## src/rtl/phyreg_pkg.sv

```systemverilog
package phyreg_pkg;

    localparam int BUS_AW = 8;
    localparam int BUS_DW = 32;

    localparam logic [BUS_AW-1:0] OFS_STAGE   = 8'h0C;
    localparam logic [BUS_AW-1:0] OFS_RESULT  = 8'h10;
    localparam logic [BUS_AW-1:0] OFS_LATCH_A = 8'h14;
    localparam logic [BUS_AW-1:0] OFS_LATCH_D = 8'h18;
    localparam logic [BUS_AW-1:0] OFS_GO_RD   = 8'h1C;
    localparam logic [BUS_AW-1:0] OFS_GO_WR   = 8'h20;

    typedef enum logic [3:0] {
        ST_A_LOAD,
        ST_A_STROBE,
        ST_A_POLL,
        ST_D_LOAD,
        ST_D_STROBE,
        ST_D_POLL,
        ST_W_STROBE,
        ST_W_POLL,
        ST_R_STROBE,
        ST_R_POLL,
        ST_R_SAMPLE
    } step_e;

    typedef enum logic [1:0] {
        C_IDLE,
        C_ISSUE,
        C_WAIT,
        C_GAP
    } ctl_e;

    typedef struct packed {
        logic              wr;
        logic [BUS_AW-1:0] addr;
        logic [BUS_DW-1:0] data;
    } bus_op_t;

    function automatic logic is_poll(step_e s);
        return (s == ST_A_POLL) || (s == ST_D_POLL) ||
               (s == ST_W_POLL) || (s == ST_R_POLL);
    endfunction

    function automatic bus_op_t step_op(step_e s,
                                        logic [BUS_DW-1:0] a,
                                        logic [BUS_DW-1:0] d);
        bus_op_t o;
        o.wr   = 1'b1;
        o.addr = OFS_STAGE;
        o.data = '0;
        case (s)
            ST_A_LOAD:   o.data = a;
            ST_D_LOAD:   o.data = d;
            ST_A_STROBE: begin o.addr = OFS_LATCH_A; o.data = 32'd1; end
            ST_D_STROBE: begin o.addr = OFS_LATCH_D; o.data = 32'd1; end
            ST_W_STROBE: begin o.addr = OFS_GO_WR;   o.data = 32'd1; end
            ST_R_STROBE: begin o.addr = OFS_GO_RD;   o.data = 32'd1; end
            ST_A_POLL:   begin o.wr = 1'b0; o.addr = OFS_LATCH_A; end
            ST_D_POLL:   begin o.wr = 1'b0; o.addr = OFS_LATCH_D; end
            ST_W_POLL:   begin o.wr = 1'b0; o.addr = OFS_GO_WR;   end
            ST_R_POLL:   begin o.wr = 1'b0; o.addr = OFS_GO_RD;   end
            ST_R_SAMPLE: begin o.wr = 1'b0; o.addr = OFS_RESULT;  end
            default: ;
        endcase
        return o;
    endfunction

    function automatic step_e step_after(step_e s, logic write);
        step_e n;
        case (s)
            ST_A_LOAD:   n = ST_A_STROBE;
            ST_A_STROBE: n = ST_A_POLL;
            ST_A_POLL:   n = write ? ST_D_LOAD : ST_R_STROBE;
            ST_D_LOAD:   n = ST_D_STROBE;
            ST_D_STROBE: n = ST_D_POLL;
            ST_D_POLL:   n = ST_W_STROBE;
            ST_W_STROBE: n = ST_W_POLL;
            ST_R_STROBE: n = ST_R_POLL;
            ST_R_POLL:   n = ST_R_SAMPLE;
            default:     n = ST_R_STROBE;
        endcase
        return n;
    endfunction

endpackage

```

## src/rtl/phyreg_bus_port.sv

```systemverilog
module phyreg_bus_port
    import phyreg_pkg::*;
(
    input  logic              clk,
    input  logic              rst,
    input  logic              op_go,
    input  bus_op_t           op_in,
    output logic              op_fin,
    output logic [BUS_DW-1:0] op_rdata,
    output logic              bus_wr,
    output logic              bus_rd,
    output logic [BUS_AW-1:0] bus_addr,
    output logic [BUS_DW-1:0] bus_wdata,
    input  logic [BUS_DW-1:0] bus_rdata,
    input  logic              bus_ack
);

    logic              wr_q, rd_q, fin_q;
    logic [BUS_AW-1:0] addr_q;
    logic [BUS_DW-1:0] wdata_q, rdata_q;
    logic              active;

    assign active = wr_q | rd_q;

    always_ff @(posedge clk) begin
        if (rst) begin
            wr_q    <= 1'b0;
            rd_q    <= 1'b0;
            fin_q   <= 1'b0;
            addr_q  <= '0;
            wdata_q <= '0;
            rdata_q <= '0;
        end else begin
            fin_q <= 1'b0;
            if (active && bus_ack) begin
                wr_q    <= 1'b0;
                rd_q    <= 1'b0;
                fin_q   <= 1'b1;
                rdata_q <= bus_rdata;
            end else if (op_go && !active) begin
                wr_q    <= op_in.wr;
                rd_q    <= ~op_in.wr;
                addr_q  <= op_in.addr;
                wdata_q <= op_in.wr ? op_in.data : '0;
            end
        end
    end

    assign op_fin    = fin_q;
    assign op_rdata  = rdata_q;
    assign bus_wr    = wr_q;
    assign bus_rd    = rd_q;
    assign bus_addr  = addr_q;
    assign bus_wdata = wdata_q;

endmodule

```

## src/rtl/phyreg_poll_pacer.sv

```systemverilog
module phyreg_poll_pacer #(
    parameter int POLL_LIMIT = 10,
    parameter int POLL_GAP   = 2000
) (
    input  logic clk,
    input  logic rst,
    input  logic clr,
    input  logic miss,
    output logic last_try,
    output logic gap_idle
);

    localparam int RW = $clog2(POLL_LIMIT + 1);
    localparam logic [RW-1:0] LAST = RW'(POLL_LIMIT - 1);

    logic [RW-1:0] tries_q;

    always_ff @(posedge clk) begin
        if (rst || clr) begin
            tries_q <= '0;
        end else if (miss && tries_q != LAST) begin
            tries_q <= tries_q + 1'b1;
        end
    end

    assign last_try = (tries_q == LAST);

    generate
        if (POLL_GAP == 0) begin : g_nogap
            assign gap_idle = 1'b1;
        end else begin : g_gap
            localparam int GW = $clog2(POLL_GAP + 1);
            logic [GW-1:0] gap_q;
            always_ff @(posedge clk) begin
                if (rst || clr) begin
                    gap_q <= '0;
                end else if (miss) begin
                    gap_q <= GW'(POLL_GAP);
                end else if (gap_q != '0) begin
                    gap_q <= gap_q - 1'b1;
                end
            end
            assign gap_idle = (gap_q == '0);
        end
    endgenerate

endmodule

```

## src/rtl/phyreg_sequencer.sv

```systemverilog
module phyreg_sequencer
    import phyreg_pkg::*;
#(
    parameter int ADDR_W = 16,
    parameter int DATA_W = 16
) (
    input  logic              clk,
    input  logic              rst,
    input  logic              req_valid,
    output logic              req_ready,
    input  logic              req_write,
    input  logic [ADDR_W-1:0] req_addr,
    input  logic [DATA_W-1:0] req_wdata,
    output logic              rsp_done,
    output logic              rsp_err,
    output logic [DATA_W-1:0] rsp_rdata,
    output logic              op_go,
    output bus_op_t           op_out,
    input  logic              op_fin,
    input  logic [BUS_DW-1:0] op_rdata,
    output logic              pace_clr,
    output logic              pace_miss,
    input  logic              pace_last,
    input  logic              pace_idle
);

    ctl_e              ctl_q;
    step_e             step_q;
    logic              write_q, second_q;
    logic [BUS_DW-1:0] addr_q, wdata_q;
    logic [DATA_W-1:0] rdata_q;
    logic              done_q, err_q;
    logic              poll_back, cleared;

    assign req_ready = (ctl_q == C_IDLE);
    assign op_go     = (ctl_q == C_ISSUE);
    assign op_out    = step_op(step_q, addr_q, wdata_q);

    assign poll_back = (ctl_q == C_WAIT) && op_fin && is_poll(step_q);
    assign cleared   = (op_rdata == '0);
    assign pace_clr  = (poll_back && cleared) || (req_ready && req_valid);
    assign pace_miss = poll_back && !cleared;

    always_ff @(posedge clk) begin
        if (rst) begin
            ctl_q    <= C_IDLE;
            step_q   <= ST_A_LOAD;
            write_q  <= 1'b0;
            second_q <= 1'b0;
            addr_q   <= '0;
            wdata_q  <= '0;
            rdata_q  <= '0;
            done_q   <= 1'b0;
            err_q    <= 1'b0;
        end else begin
            done_q <= 1'b0;
            err_q  <= 1'b0;
            case (ctl_q)
                C_IDLE: begin
                    if (req_valid) begin
                        write_q  <= req_write;
                        addr_q   <= BUS_DW'(req_addr);
                        wdata_q  <= BUS_DW'(req_wdata);
                        second_q <= 1'b0;
                        step_q   <= ST_A_LOAD;
                        ctl_q    <= C_ISSUE;
                    end
                end
                C_ISSUE: ctl_q <= C_WAIT;
                C_WAIT: begin
                    if (op_fin) begin
                        if (is_poll(step_q)) begin
                            if (cleared) begin
                                if (step_q == ST_W_POLL) begin
                                    done_q <= 1'b1;
                                    ctl_q  <= C_IDLE;
                                end else begin
                                    step_q <= step_after(step_q, write_q);
                                    ctl_q  <= C_ISSUE;
                                end
                            end else if (pace_last) begin
                                done_q <= 1'b1;
                                err_q  <= 1'b1;
                                ctl_q  <= C_IDLE;
                            end else begin
                                ctl_q <= C_GAP;
                            end
                        end else if (step_q == ST_R_SAMPLE) begin
                            if (second_q) begin
                                rdata_q <= op_rdata[DATA_W-1:0];
                                done_q  <= 1'b1;
                                ctl_q   <= C_IDLE;
                            end else begin
                                second_q <= 1'b1;
                                step_q   <= ST_R_STROBE;
                                ctl_q    <= C_ISSUE;
                            end
                        end else begin
                            step_q <= step_after(step_q, write_q);
                            ctl_q  <= C_ISSUE;
                        end
                    end
                end
                C_GAP: begin
                    if (pace_idle) ctl_q <= C_ISSUE;
                end
                default: ctl_q <= C_IDLE;
            endcase
        end
    end

    assign rsp_done  = done_q;
    assign rsp_err   = err_q;
    assign rsp_rdata = rdata_q;

endmodule

```

## src/rtl/phyreg_bridge.sv

```systemverilog
module phyreg_bridge
    import phyreg_pkg::*;
#(
    parameter int ADDR_W     = 16,
    parameter int DATA_W     = 16,
    parameter int POLL_LIMIT = 10,
    parameter int POLL_GAP   = 2000
) (
    input  logic              clk,
    input  logic              rst,
    input  logic              req_valid,
    output logic              req_ready,
    input  logic              req_write,
    input  logic [ADDR_W-1:0] req_addr,
    input  logic [DATA_W-1:0] req_wdata,
    output logic              rsp_done,
    output logic              rsp_err,
    output logic [DATA_W-1:0] rsp_rdata,
    output logic              bus_wr,
    output logic              bus_rd,
    output logic [7:0]        bus_addr,
    output logic [31:0]       bus_wdata,
    input  logic [31:0]       bus_rdata,
    input  logic              bus_ack
);

    bus_op_t           op;
    logic              op_go, op_fin;
    logic [BUS_DW-1:0] op_rdata;
    logic              pace_clr, pace_miss, pace_last, pace_idle;

    phyreg_sequencer #(
        .ADDR_W(ADDR_W),
        .DATA_W(DATA_W)
    ) u_seq (
        .clk       (clk),
        .rst       (rst),
        .req_valid (req_valid),
        .req_ready (req_ready),
        .req_write (req_write),
        .req_addr  (req_addr),
        .req_wdata (req_wdata),
        .rsp_done  (rsp_done),
        .rsp_err   (rsp_err),
        .rsp_rdata (rsp_rdata),
        .op_go     (op_go),
        .op_out    (op),
        .op_fin    (op_fin),
        .op_rdata  (op_rdata),
        .pace_clr  (pace_clr),
        .pace_miss (pace_miss),
        .pace_last (pace_last),
        .pace_idle (pace_idle)
    );

    phyreg_poll_pacer #(
        .POLL_LIMIT(POLL_LIMIT),
        .POLL_GAP  (POLL_GAP)
    ) u_pace (
        .clk      (clk),
        .rst      (rst),
        .clr      (pace_clr),
        .miss     (pace_miss),
        .last_try (pace_last),
        .gap_idle (pace_idle)
    );

    phyreg_bus_port u_port (
        .clk       (clk),
        .rst       (rst),
        .op_go     (op_go),
        .op_in     (op),
        .op_fin    (op_fin),
        .op_rdata  (op_rdata),
        .bus_wr    (bus_wr),
        .bus_rd    (bus_rd),
        .bus_addr  (bus_addr),
        .bus_wdata (bus_wdata),
        .bus_rdata (bus_rdata),
        .bus_ack   (bus_ack)
    );

endmodule

```

## config.mk

```make
export PLATFORM = sky130hd
export DESIGN_NAME = phyreg_bridge
export DESIGN_NICKNAME = d
export VERILOG_FILES = /design/src/rtl/phyreg_pkg.sv /design/src/rtl/phyreg_bus_port.sv /design/src/rtl/phyreg_poll_pacer.sv /design/src/rtl/phyreg_sequencer.sv /design/src/rtl/phyreg_bridge.sv
export SDC_FILE = /design/constraint.sdc
export NUM_CORES = 1
export LEC_CHECK = 0
export BUFFER_PORTS_ARGS = -buffer_cell sky130_fd_sc_hd__buf_2
export CAP_MARGIN = 20
export CORE_AREA = 2 2 149 151
export CTS_BUF_LIST = sky130_fd_sc_hd__clkbuf_4 sky130_fd_sc_hd__clkbuf_8
export DETAILED_ROUTE_END_ITERATION = 16
export DIE_AREA = 0 0 151 153
export SYNTH_ARGS = -nofsm -noshare
export SYNTH_HDL_FRONTEND = slang
export SYNTH_SLANG_ARGS = --single-unit
```

## constraint.sdc

```tcl
create_clock -name clk -period 5.4 [get_ports clk]
set_clock_uncertainty 0.2 [all_clocks]
set_input_delay 1.08 -clock clk [delete_from_list [all_inputs] [get_ports clk]]
set_output_delay 1.08 -clock clk [all_outputs]
set_load 0.03 [all_outputs]
```

### After elaboration in Yosys (flattened, before gate mapping)

Cells that the tools add are included.

* reductions and logical operators: 38
* equal/unequal tests: 23
* muxes and demuxes: 38
* $add $sub $neg: 2
* bitwise gates (word level): 5

Operators by type and width (number)
* $pmux 16 s3: 1
* $pmux 4 s9: 1
* $logic_not 32->1: 1
* $mux 4: 8
* $pmux 6 s5: 1
* $mux 11: 2
* $eq 4x3->1 const B: 4
* $eq 4x4->1 const B: 4
* $mux 16: 1
* $mux 1: 15
* $mux 2: 6
* $reduce_or 2->1: 6
* $logic_not 11->1: 1
* $reduce_bool 11->1: 1
* $sub 11x1->11 const B: 1
* $reduce_and 5->1: 2
* $reduce_or 5->1: 2
* $eq 4x2->1 const B: 2
* $logic_and 1x1->1: 8
* $ne 2x2->1 const B: 4
* $ne 4x4->1 const B: 2
* $pmux 2 s4: 1
* $pmux 4 s2: 1
* $reduce_and 6->1: 1
* other kinds (19): 30

* input bits: 69
* output and inout port bits: 61
* bits in registers: 148
* logic and storage cells: 124

### Logic depth before layout (Yosys ltp)

Gate-level depths: netlist of the first run.

* depth after elaboration: 9
* mapped depth: 9
* mapped depth without buffers: 7

### Modules after synthesis

A second synthesis of the first run with hierarchy kept.

* cells, all modules: 766
* area, all modules: 6941.7 um^2

Modules (own cells, without submodules)
* phyreg_bus_port: instances 1, area an instance 3343.2 um^2, cells an instance 333
* phyreg_sequencer: instances 1, area an instance 2839.0 um^2, cells an instance 344
* phyreg_poll_pacer: instances 1, area an instance 759.5 um^2, cells an instance 89

### Least setup slack after synthesis of the first run

OpenSTA, ideal clock, no wires.

* path type: in2reg
* from: input rst
* to: register u_port.rdata_q[23], in the netlist u_port.op_rdata[23]
* arrival: 2.131 ns
* data required time: 5.083 ns
* buffers on the path: 3
* library setup time: 0.117 ns
* cell stages on the path: 6
* slack: 2.952 ns
* path through: clkbuf_1 -> inv_1 -> and2_1 -> clkbuf_1 -> clkbuf_1 -> a22o_1

RTL lines
* start, declared: RTL line phyreg_bridge.sv:10 `input logic rst,`
* end signal, assigned: RTL line phyreg_bus_port.sv:39 `rdata_q <= bus_rdata;`
* end, declared: RTL line phyreg_bus_port.sv:20 `logic [BUS_DW-1:0] wdata_q, rdata_q;`

### Final worst setup path of the first run

* from: register u_seq.ctl_q[0]
* to: output req_ready

* word-level cells in the longest chain between the ends: 1

RTL lines
* start, declared: RTL line phyreg_sequencer.sv:27 `ctl_e ctl_q;`
* start signal, assigned: RTL line phyreg_sequencer.sv:46 `ctl_q <= C_IDLE;`
* start signal, assigned: RTL line phyreg_sequencer.sv:66 `ctl_q <= C_ISSUE;`
* start signal, assigned: RTL line phyreg_sequencer.sv:69 `C_ISSUE: ctl_q <= C_WAIT;`
* $logic_not 2->1: RTL line phyreg_sequencer.sv:35 `assign req_ready = (ctl_q == C_IDLE);`
* end, declared: RTL line phyreg_bridge.sv:12 `output logic req_ready,`

No other way between the ends.

==> flow_results.org, run 1 <==
** Outcome
- Run status :: finished, final reports clean

** Detailed routing
- Vias after detailed routing :: 4,479
- Remaining DRCs :: 0
- Iteration count of the initial detailed-routing pass :: 4
- After detailed routing, the total wire length is 13,600 µm.
- DR WL/cell :: 13.6 µm
- Count of routing violations after the opening detailed-route iteration :: 202
- In this run the remaining antenna-violating nets after routing total 0.
- Using the TritonRoute via totals, the vias-per-cell ratio works out to 4.50.

** GRT
- The number of antenna violations at the first check in global routing came to 1.
- In the global route stage, overall resource usage came out at 12.2%.
- Remaining global-route overflow :: 0
- The number of global-route vias before repair is 4,270.
- Largest net degree at the start of global routing :: 81
- The first global-routing pass estimated 22,100 µm of wire.

** Synth
- In this run the mean area of a mapped cell was 8.67 µm².
- After synthesis the netlist holds a flip-flop and latch count of 128.
- Sequential elements use 48.7% of the synthesized area.
- Post-synth design cell area :: 5260 µm²
- During synthesis, Yosys emitted a total of 0 warnings.
- Number of instances in the synthesized netlist :: 607
- Post-synthesis cell type count :: 53
- Fraction of registers with async set or reset after synthesis :: 0%
- In the synthesized netlist the dominant register cell turns out to be dfxtp_1.
- Counting flops with a built-in enable in the synthesized netlist gives 0.

** Floorplan
- Row generation in the floorplan step produced 54 rows.
- Die W :: 151 µm
- Starting density of the core :: 24.5%
- The floorplan step defined a die boundary enclosing 23,100 µm².
- The total area inside the core boundary comes to 21,500 µm².
- The die is 153 µm tall.
- Pin placement for this block handled 130 I/O pins.

** CTS
- Buffers inserted during clock tree synthesis total 17.
- TritonCTS built the clock tree.
- Sinks on the clock net :: 128
- The later pin in the worst-skew pair is clocked with a latency of 0.45 ns.
- Once the clock tree was built, the setup fixing pass inserted 0 buffers.
- Clock-pin slew was measured on the worst setup and hold paths at 0.08 ns.
- In this run, post-CTS repair resized a total of 0 instances.
- CTS H-tree depth :: 4
- Clock tree synthesis selected as its root buffer the cell clkbuf_8.
- No sink is reached through more buffers than the 2 on the longest clock path.
- Cts hold-fix bufs :: 0

** Worst setup path
- On the critical path the largest part of the delay comes from flip-flops.
- Across all register-to-register paths, the minimum setup slack is 2.88 ns.
- The number of buffers and inverters on the critical path is 2.
- Chain of cells forming the critical path :: inv_1 > ha_1 > buf_2
- FF-to-FF End :: u_seq.rsp_rdata[2]
- Worst path required time :: 4.12 ns
- On the critical path, the stage with the largest delay is an instance of dfxtp_1.
- Of all nets on the critical path, the largest fanout is 5.
- Kind of critical path :: reg2out
- Critical path capture point type :: output port
- In this design, the stage delay of the slowest critical-path cell is 0.39 ns.
- Launching point of the worst reg2reg path :: u_seq.step_q[2]
- Type of origin of the critical path :: flip-flop
- Measured in cells, the most critical reg-to-reg path has a length of 5.
- Signal arrival time at the worst endpoint :: 1.38 ns

** Finish
- Fill cells in the final layout number 2,295.
- Number of nets in the layout :: 779
- Most used cells in the layout excluding fill and tap cells :: 128 x dfxtp_1, 116 x nand2_1, 109 x buf_2
- Compared with the post-synthesis result, the final layout area differs by 21.5%.
- The library cell used most frequently in the layout, excluding fill and tap cells, is dfxtp_1.
- Number of inserted diodes :: 0
- Layout cells sized above 1 :: 22.4%

** Placed design
- Worst slack after detailed placement :: 2.67 ns
- Post-detailed-placement half-perimeter wirelength :: 9430 µm
- The congestion estimate from routability-driven global placement came to 0.779.
- Buffers added on ports :: 109

** STA
- Adding up every negative setup slack in the final design gives 0 ns.
- The total count of max-transition violations in the final report came to 0.
- Setup slack of the critical path after layout :: 2.74 ns
- Fmax :: 377 MHz
- Setup violations remaining at the end of the flow were counted as 0.
- Number of failing hold endpoints at the final stage :: 0
- The routed design could run at a clock period as short as 2.66 ns.
- Fin crit share :: 49.2%
- Setup repair after global routing left no endpoint under its margin.
- At the pin with the least slew margin, the transition time is 0.941 ns.
- Remaining max-slew budget at the tightest pin :: 37.1%

** Power and ir drop
- For this design the ratio of total power to cell area is 383 nW/µm².
- Summed over all cells, the static leakage comes to 2.61 nW.
- Across the VDD grid, the largest voltage drop is 0.000209 V.

** Worst hold path
- WHS Endpoint :: u_port.bus_addr[5]
- The path class of the tightest hold or removal check is reg2reg.
- In this run the most critical hold path is launched from u_port.bus_addr[5].
- Worst hold path stage count :: 2

** Flow run
- Count of maximum capacitance violations :: 0
-- Yosys cell counts (all sizes together), types with 2 or more instances --
cell    instances  share of area (%)
dfxtp         128                 49
nand2         116                8.3
a21oi          68                6.5
a22o           47                7.8
nor2           39                2.8
clkbuf         35                2.5
buf            25                3.4
a22oi          16                2.3
inv            14                1.0
nand3          14                1.3
nor4           12                1.4
o21ai          10                1.0
xor2           10                1.7
ha              8                1.9
nor3            8               0.76
and2            4               0.48
nand4           4               0.48
or3             4               0.48
a211oi          3               0.43
a31oi           3               0.64
nand3b          3               0.43
nand4b          3               0.50
or2             3               0.36
a211o           2               0.33
a41oi           2               0.33
nor3b           2               0.38
o21a            2               0.29
o22ai           2               0.24
or4             2               0.29
-- worst reg2reg max path, stage by stage, from the launching register on --
cell and delay [ns]:
dfxtp_1 0.54, nor3b_2 0.39, nand3_1 0.22, nor2_1 0.78, nand2_1 0.16, a21oi_1 0.15
-- cells by family (layout without fill, tap and decap cells) --
kind of cell / count (synthesis) / count (layout) / share of synthesized area (%)
buffers and inverters: 74 / 163 / 6.92
xor gates and xnor gates: 11 / 11 / 1.83
DFF: 128 / 128 / 48.7
other: 1 / 20 / 0.0713
and+or+nand+nor: 220 / 220 / 19.0
AOI/OAI and AO/OA: 163 / 163 / 21.2
adders and majority gates: 8 / 8 / 1.90
muxes: 2 / 2 / 0.404
-- metal layers --
layer	GRT usage, %	vias to the layer above	share of wire, %
li1	-	2285	-
met5	0	-	0.096
met4	4.54	2	1.7
met2	18.9	132	48
met3	4.09	15	5.6
met1	15.6	2045	45
-- power breakdown --
group	switching, mW	leakage (nW)	internal [mW]	total (mW)
combinational	0.332	1.39	0.197	0.529
clock	0.407	0.185	0.427	0.834
sequential	0.0589	1.04	1.03	1.09
-- flip-flops by register name, summed over array words and instances, names as in the netlist, 2 cells and up --
name	flops
u_pace.g_gap.gap_q	11
u_seq.rsp_rdata	16
u_port.bus_addr	4
u_seq.step_q	4
u_port.bus_wdata	16
u_seq.ctl_q	2
u_port.op_rdata	32
u_seq.addr_q	16
u_pace.tries_q	4
u_seq.wdata_q	16
-- worst max-delay path by stage --
stage	slack, ns	from	cells past startpoint	end
floorplan	2.95	rst	6	u_port.op_rdata[23]
CTS	2.71	u_seq.ctl_q[1]	3	req_ready
detailed placement	2.67	rst	5	u_port.op_rdata[11]
global placement	2.66	rst	5	u_port.op_rdata[4]
finish	2.74	u_seq.ctl_q[0]	3	req_ready
global route	2.54	u_seq.step_q[2]	5	u_seq.rsp_rdata[11]
-- per-stage QoR --
step | hold slack, ns | instance area [µm²] | utilization, % | cells | power, mW
6_report | 0.251 | 6390 | 29.7 | 995 | 2.45
5_1_grt | 0.272 | 6390 | 29.7 | 995 | 2.60
4_1_cts | 0.256 | 6390 | 29.7 | 995 | 2.48
3_5_place_dp | 0.244 | 5980 | 27.9 | 963 | 1.64
3_3_place_gp | 0.237 | 5980 | 27.9 | 963 | 1.63
2_1_floorplan | 0.236 | 5330 | - | 626 | 1.51
-- final cells by class --
type                    instances  area, µm²  area share, %
multi-input cells             424       2410           37.8
inverters                      14       52.6          0.822
clock inverters                14        158           2.47
flip-flops and latches        128       2560           40.1
repair buffers                117        606           9.48
clock buffers                  18        248           3.88
well taps                     280        350           5.48
(Power assumes the default switching activity.)
==> run 2, diff against run 1 <==
==> constraint.sdc (replaced) <==
create_clock -name clk -period 2.4 [get_ports clk]
set_clock_uncertainty 0.2 [all_clocks]
set_input_delay 0.48 -clock clk [delete_from_list [all_inputs] [get_ports clk]]
set_output_delay 0.48 -clock clk [all_outputs]
set_load 0.03 [all_outputs]
==> flow_results.org, run 2 (same netlist as run 1, synthesis figures left out) <==
** Outcome
- Run status :: finished, final reports clean (unchanged)

** Worst setup path
- Type of origin of the critical path :: flip-flop (unchanged)
- The data required time of the critical path was 2.55 ns (was 4.12 ns).
- Worst path slowest cell :: mux2_2 (was dfxtp_1)
- The buffer and inverter count on the worst path is 1 (was 2).
- Kind of critical path :: reg2reg (was reg2out)
- Cell family with most CP delay :: multiplexers (was flip-flops)
- The critical path launch point is u_seq.ctl_q[1] (was u_seq.ctl_q[0]).
- The endpoint kind of the worst setup timing path is a flip-flop (was output port).
- Launching point of the worst reg2reg path :: u_seq.ctl_q[1] (was u_seq.step_q[2])
- Signal arrival time at the worst endpoint :: 2.32 ns (was 1.38 ns)
- Max FO, Critical Path :: 5 (unchanged)
- The largest stage delay on the critical path is 0.36 ns (was 0.39 ns).
- Chain of cells forming the critical path: inv_1 > ha_1 > mux2_2 > and2_1 > and3_1 > a21oi_1 > mux2i_1 (was inv_1 > ha_1 > buf_2).

** GRT
- The global-route usage over all layers is 12.4% (was 12.2%).
- Via count of the first global-routing pass :: 4,411 (was 4,270)
- Initial antenna violation count :: 3 (was 1)
- First-pass GRT wire length :: 22,600 µm (was 22,100 µm)
- Largest net degree at the start of global routing :: 41 (was 81)
- Remaining global-route overflow :: 0 (unchanged)

** STA
- For this run, the top clock speed supported by timing is 462 MHz.
- Unrepaired setup endpoints after global routing :: no (unchanged)
- Accumulated negative setup slack :: 0 ns (unchanged)
- Final worst path period need :: 2.16 ns
- Final setup fails :: 0 (unchanged)
- Remaining max-slew budget at the tightest pin :: 54.0% (was 37.1%)
- Final-report max-slew violation count :: 0 (unchanged)
- The final worst setup slack came to 0.236 ns (was 2.74 ns).
- The final critical path takes up 90.2% of the cycle.
- Transition time at the pin with the least slew margin :: 0.689 ns (was 0.941 ns)
- The number of failing hold endpoints at the final stage was 0 (unchanged).
- Worst slack on hold paths :: 0.0617 ns (was 0.251 ns)

** Worst hold path
- Hold path start :: bus_rdata[21] (was u_port.bus_addr[5])
- Hold WC Path Type :: in2reg (was reg2reg)

** Floorplan
- Area of the die :: 23,100 µm² (unchanged)
- The initial standard-cell utilization of the core is 24.5% (unchanged).
- IO Count :: 130 (unchanged)
- The core area was 21,500 µm² (unchanged).
- The die span in y came to 153 µm (unchanged).
- Die W :: 151 µm (unchanged)
- Std cell rows :: 54 (unchanged)

** Placed design
- Worst slack after detailed placement :: 0.263 ns (was 2.67 ns)
- Post-detailed-placement half-perimeter wirelength :: 9970 µm (was 9430 µm)
- GPL Wtd Cong :: 0.811 (was 0.779)
- Buffers added on ports :: 109 (unchanged)

** CTS
- The number of buffers between clock root and the deepest sink is 2 (unchanged).
- The post-CTS setup buffer count was 0 (unchanged).
- The CTS tree is done (unchanged).
- The library cell used as clock root buffer is clkbuf_8 (unchanged).
- The number of hold-repair buffers added at the cts stage is 0 (unchanged).
- The level count of the clock H-tree is 4 (unchanged).
- Clock Pin Slew Worst Setup and Hold Paths :: 0.08 ns (about the same)
- The number of gates given a new drive strength after cts came to 0 (unchanged).
- The number of clock sinks is 128 (unchanged).
- The clock insertion delay at the later pin of the skew report was 0.43 ns (was 0.45 ns).
- Number of buffers created by CTS :: 17 (unchanged)

** Detailed routing
- Avg Vias per Cell :: 4.47 (was 4.50)
- The routed wire length on met2 came to 6800 µm (was 6510 µm).
- The count of routing violations after the opening detailed-route iteration was 241 (was 202).
- The met1 layer wirelength in the final routing is 6510 µm (was 6040 µm).
- The total met3 wirelength after detailed routing was 656 µm (was 762 µm).
- Iteration count of the initial detailed-routing pass :: 4 (unchanged)
- Post-detailed-routing wire length :: 14,100 µm (was 13,600 µm)
- The final routed DRC violation total was 0 (unchanged).
- Vias after detailed routing :: 4,515 (was 4,479)
- Highest metal layer with signal wires :: met5 (unchanged)
- Number of nets still failing antenna checks after routing :: 0 (unchanged)
- The average detailed-routed wire length per instance came to 14.0 µm (was 13.6 µm).

** Finish
- The layout overhead on the synthesized area was 24.2% (was 21.5%).
- Most used cells in the layout excluding fill and tap cells: 128 x dfxtp_1, 116 x nand2_1, 109 x buf_2 (unchanged).
- The post-layout net count was 794 (was 779).
- Most common library cell in the layout ignoring fill and taps :: dfxtp_1 (unchanged)
- The end-of-flow core utilization is 30.4% (was 29.7%).
- The filler cell count in the final layout came to 2,317 (was 2,295).
- The flip-flop count of the largest register, all copies and words added was 32 (unchanged).
- Layout cells sized above 1 :: 24.0% (was 22.4%)

** Power and ir drop
- The maximum vdd ir drop was 0.000303 V (was 0.000209 V).
- The power density normalized to cell area is 855 nW/µm² (was 383 nW/µm²).
- The leakage power figure is 2.71 nW (was 2.61 nW).

** Flow run
- The number of max-cap violations is 0 (unchanged).
## run 2: changes by cell type in the layout (fill, tap and decap cells not counted)
cell	before	now
clkinvlp_4	6	4
clkbuf_8	18	21
inv_6	3	1
clkinv_2	0	1
buf_12	0	1
diode_2	0	1
buf_4	8	22
## run 2: report_power, final
group	internal (mW)	switching (mW)
combinational	0.477	0.767
clock	1.04	0.865
sequential	2.31	0.128
total	3.83	1.76
## run 2: layout make-up
type,count,area [µm²],share of cell area [%]
Antenna cell,1,2.50,0.0383
Clock buffer,21,289,4.43
Clock inverter,11,130,1.99
Inverter,14,52.6,0.805
Multi-Input combinational cell,424,2410,37.0
Sequential cell,128,2560,39.2
Tap cell,280,350,5.36
Timing Repair Buffer,132,731,11.2
## run 2: final timing paths
path | endpoint | slack, ns | cells after the start
worst max-delay path | u_seq.step_q[0] | 0.24 | 7
worst min register to register | u_seq.addr_q[3] | 0.25 | 2
worst max register to register | u_seq.step_q[0] | 0.24 | 7
worst min-delay path | u_port.op_rdata[21] | 0.06 | 2
## run 2: metal layers
layer	vias to the layer above	GRT usage, %
li1	2318	-
met1	2091	15.3
met2	94	20.1
met3	10	3.88
met4	2	4.98
met5	-	0
## run 2: through the flow
stage	instances	power (mW)	area, µm²
5_1_grt	1011	5.92	6530
3_3_place_gp	978	3.71	6110
2_1_floorplan	626	3.40	5330
6_report	1011	5.59	6530
3_5_place_dp	978	3.73	6110
4_1_cts	1010	5.66	6530
==> run 3, diff against run 2 <==
==> constraint.sdc (replaced) <==
create_clock -name clk -period 1.9 [get_ports clk]
set_clock_uncertainty 0.2 [all_clocks]
set_input_delay 0.38 -clock clk [delete_from_list [all_inputs] [get_ports clk]]
set_output_delay 0.38 -clock clk [all_outputs]
set_load 0.03 [all_outputs]
==> flow_results.org, run 3 (same netlist as run 1, synthesis figures left out) <==
** Outcome
- Run status :: complete, but fails checks (was finished, final reports clean)
- Violated checks :: setup timing

** Placed design
- The placed instance area came to 6410 µm² (was 6110 µm²).
- Post-detailed-placement half-perimeter wirelength :: 10,200 µm (was 9970 µm)
- The count of input and output buffers came to 109 (unchanged).
- GPL Wtd Cong :: 0.809 (was 0.811)

** Worst setup path
- The maximum fanout along the worst path came to 3 (was 5).
- Type of origin of the critical path :: flip-flop (unchanged)
- The setup slack of the worst register-to-register path is -0.05 ns (was 0.24 ns).
- The logic depth of the worst register-to-register path was 5 (was 7).
- The endpoint of the worst-slack reg-to-reg timing path is u_pace.tries_q[2] (was u_seq.step_q[0]).
- The endpoint kind of the worst setup timing path is a flip-flop (unchanged).
- The critical path capture point was u_pace.tries_q[2] (was u_seq.step_q[0]).
- Worst path required time :: 2.08 ns (was 2.55 ns)
- The arrival time at the worst endpoint was 2.13 ns (was 2.32 ns).
- Origin of the worst setup path :: u_seq.step_q[2] (was u_seq.ctl_q[1])
- Kind of critical path :: reg2reg (unchanged)
- The beginning of the worst register-to-register path is u_seq.step_q[2] (was u_seq.ctl_q[1]).

** CTS
- Clock Pin Slew Worst Setup and Hold Paths :: 0.07 ns (was 0.08 ns)
- The number of clock sinks was 128 (unchanged).
- Number of buffers created by CTS :: 17 (unchanged)
- The CTS tree is done (unchanged).
- The clock insertion delay at the later pin of the skew report is 0.44 ns (was 0.43 ns).
- The level count of the clock H-tree came to 4 (unchanged).
- Clock buffer depth :: 2 (unchanged)
- The library cell used as clock root buffer is clkbuf_8 (unchanged).

** GRT
- The met1 demand-to-capacity share in global routing was 16.4% (was 15.3%).
- Initial antenna violation count :: 1 (was 3)
- Largest net degree at the start of global routing :: 60 (was 41)
- First-pass GRT wire length :: 24,600 µm (was 22,600 µm)
- Remaining global-route overflow :: 0 (unchanged)
- GRT met2 Usage :: 22.6% (was 20.1%)
- Most Used Layer, Global Route :: met2 (unchanged)
- The global-route usage over all layers was 13.4% (was 12.4%).
- Met3 capacity usage during global routing :: 4.21% (was 3.88%)
- Via count of the first global-routing pass :: 4,922 (was 4,411)

** STA
- The final worst setup slack came to -0.0539 ns (was 0.236 ns).
- Transition time at the pin with the least slew margin :: 0.627 ns (was 0.689 ns)
- The time the worst path needs with I/O delays and setup came to 1.95 ns (was 2.16 ns).
- Final-report max-slew violation count :: 0 (unchanged)
- Final setup fails :: 9 (was 0)
- The highest attainable clock frequency came to 512 MHz (was 462 MHz).
- The number of failing hold endpoints at the final stage came to 0 (unchanged).
- Accumulated negative setup slack :: -0.194 ns (was 0 ns)
- The headroom to the max-slew limit was 58.2% (was 54.0%).
- The final worst-path cycle share came to 103% (was 90.2%).
- Unrepaired setup endpoints after global routing :: yes (was no)

** Power and ir drop
- The part of the total power dissipated in combinational logic was 27.2% (was 22.3%).
- Share of total power in sequential cells :: 40.5% (was 43.6%)
- The power density normalized to cell area came to 978 nW/µm² (was 855 nW/µm²).
- The share of power burned in the clock network is 32.3% (was 34.1%).
- Internal power contribution :: 5.25 mW (was 3.83 mW)
- The maximum vdd ir drop was 0.000531 V (was 0.000303 V).
- The switching power is 2.40 mW (was 1.76 mW).
- Switching part of the total power :: 31.4% (was 31.5%)
- The leakage power figure is 3.29 nW (was 2.71 nW).

** Finish
- Most common library cell in the layout ignoring fill and taps :: dfxtp_1 (unchanged)
- Non-Filler Cell Area, Final :: 7820 µm² (was 6530 µm²)
- The layout overhead on the synthesized area is 48.7% (was 24.2%).
- Most used cells in the layout excluding fill and tap cells: 122 x dfxtp_1, 114 x nand2_1, 108 x buf_2 (was 128 x dfxtp_1, 116 x nand2_1, 109 x buf_2).
- Flip-flop count of the largest register, all copies and words added :: 32 (unchanged)
- The fraction of layout instances using a drive strength above 1 is 30.7% (was 24.0%).
- The post-layout net count came to 901 (was 794).
- The filler cell count in the final layout was 2,189 (was 2,317).

** Floorplan
- The total number of placement rows is 54 (unchanged).
- The overall die width came to 151 µm (unchanged).
- Area of the die :: 23,100 µm² (unchanged)
- The initial standard-cell utilization of the core is 24.5% (unchanged).
- The die span in y was 153 µm (unchanged).
- IO Count :: 130 (unchanged)
- The core area was 21,500 µm² (unchanged).

** Worst hold path
- The type of the most critical hold path was in2reg (unchanged).

** Detailed routing
- Remaining DRCs :: 0 (unchanged)
- The average detailed-routed wire length per instance came to 13.9 µm (was 14.0 µm).
- Post-detailed-routing wire length :: 15,600 µm (was 14,100 µm)
- The final antenna-violating net count was 0 (unchanged).
- Count of routing violations after the opening detailed-route iteration :: 286 (was 241)
- Vias after detailed routing :: 5,080 (was 4,515)
- The average vias per placed instance came to 4.54 (was 4.47).
- Iteration count of the initial detailed-routing pass :: 5 (was 4)

** Flow run
- Count of maximum capacitance violations :: 0 (unchanged)
==> run 3: cell count changes in the layout (fill, tap and decap cells not counted), sizes merged <==
cell,change
buf,+41
clkbuf,-1
dlygate4sd3,+65
bufinv,+1
clkinvlp,-1
clkinv,+3
inv,-1
==> run 3: cell type report <==
class,instances,area [µm²],share of cell area [%]
repair buffers,239,1790,22.8
diodes,1,2.50,0.0320
flip-flops and latches,128,2570,32.9
inverters,14,52.6,0.672
well taps,280,350,4.48
multi-input cells,424,2640,33.7
clock buffers,19,262,3.34
clock inverters,13,163,2.08
==> run 3: routing by layer <==
| metal | vias to the layer above | part of all wire (%) |
|---|---|---|
| met3 | 15 | 5.1 |
| met2 | 129 | 51 |
| met4 | 0 | 0.95 |
| met1 | 2407 | 43 |
| li1 | 2529 | - |
| met5 | - | 0 |
==> run 3: worst max-delay path, cell delays in order (launching register included) <==
cell      delay, ns
dfxtp_1        0.31
or4b_4         0.57
a31oi_4        0.24
o211ai_1       0.13
or3_1          0.34
a21oi_2        0.11
==> run 3: power by group through the flow <==
stage / clock (mW) / sequential [mW] / combinational (mW)
3_5_place_dp: 0 / 3.13 / 1.74
5_1_grt: 2.67 / 3.13 / 2.28
2_1_floorplan: 0 / 3.17 / 1.15
6_report: 2.47 / 3.10 / 2.08
4_1_cts: 2.52 / 3.08 / 1.91
3_3_place_gp: 0 / 3.13 / 1.73
==> run 3: worst min-delay path by stage <==
| stage | startpoint | cells after the start | end | slack [ns] |
|---|---|---|---|---|
| after global placement | u_seq.rsp_rdata[6] | 2 | u_seq.rsp_rdata[6] | 0.24 |
| after floorplan | u_seq.addr_q[10] | 2 | u_seq.addr_q[10] | 0.24 |
| after global routing | rst | 2 | u_port.op_fin | 0.11 |
| after detailed placement | u_port.bus_addr[5] | 2 | u_port.bus_addr[5] | 0.25 |
| after CTS | rst | 2 | u_port.op_fin | 0.07 |
| final | rst | 2 | u_port.op_fin | 0.12 |
==> run 3: through the flow <==
step | utilization (%) | cells | total power [mW] | setup slack (ns) | hold WS (ns)
2_1_floorplan | - | 626 | 4.32 | -0.102 | 0.236
3_3_place_gp | 29.8 | 1013 | 4.85 | -0.146 | 0.241
3_5_place_dp | 29.8 | 1013 | 4.87 | -0.138 | 0.246
4_1_cts | 35.2 | 1112 | 7.51 | -0.0654 | 0.0681
5_1_grt | 36.4 | 1117 | 8.08 | -0.130 | 0.112
6_report | 36.4 | 1118 | 7.65 | -0.0539 | 0.118
==> run 3: timing repair <==
item                                    CTS  global route
endpoints found under the setup margin   12            76
buffers inserted                          2             4
gates cloned                              0             1
pin swaps                                 5            14
hold endpoints to repair                 65             0
hold buffers                             65             0
gates resized for setup                  16            41
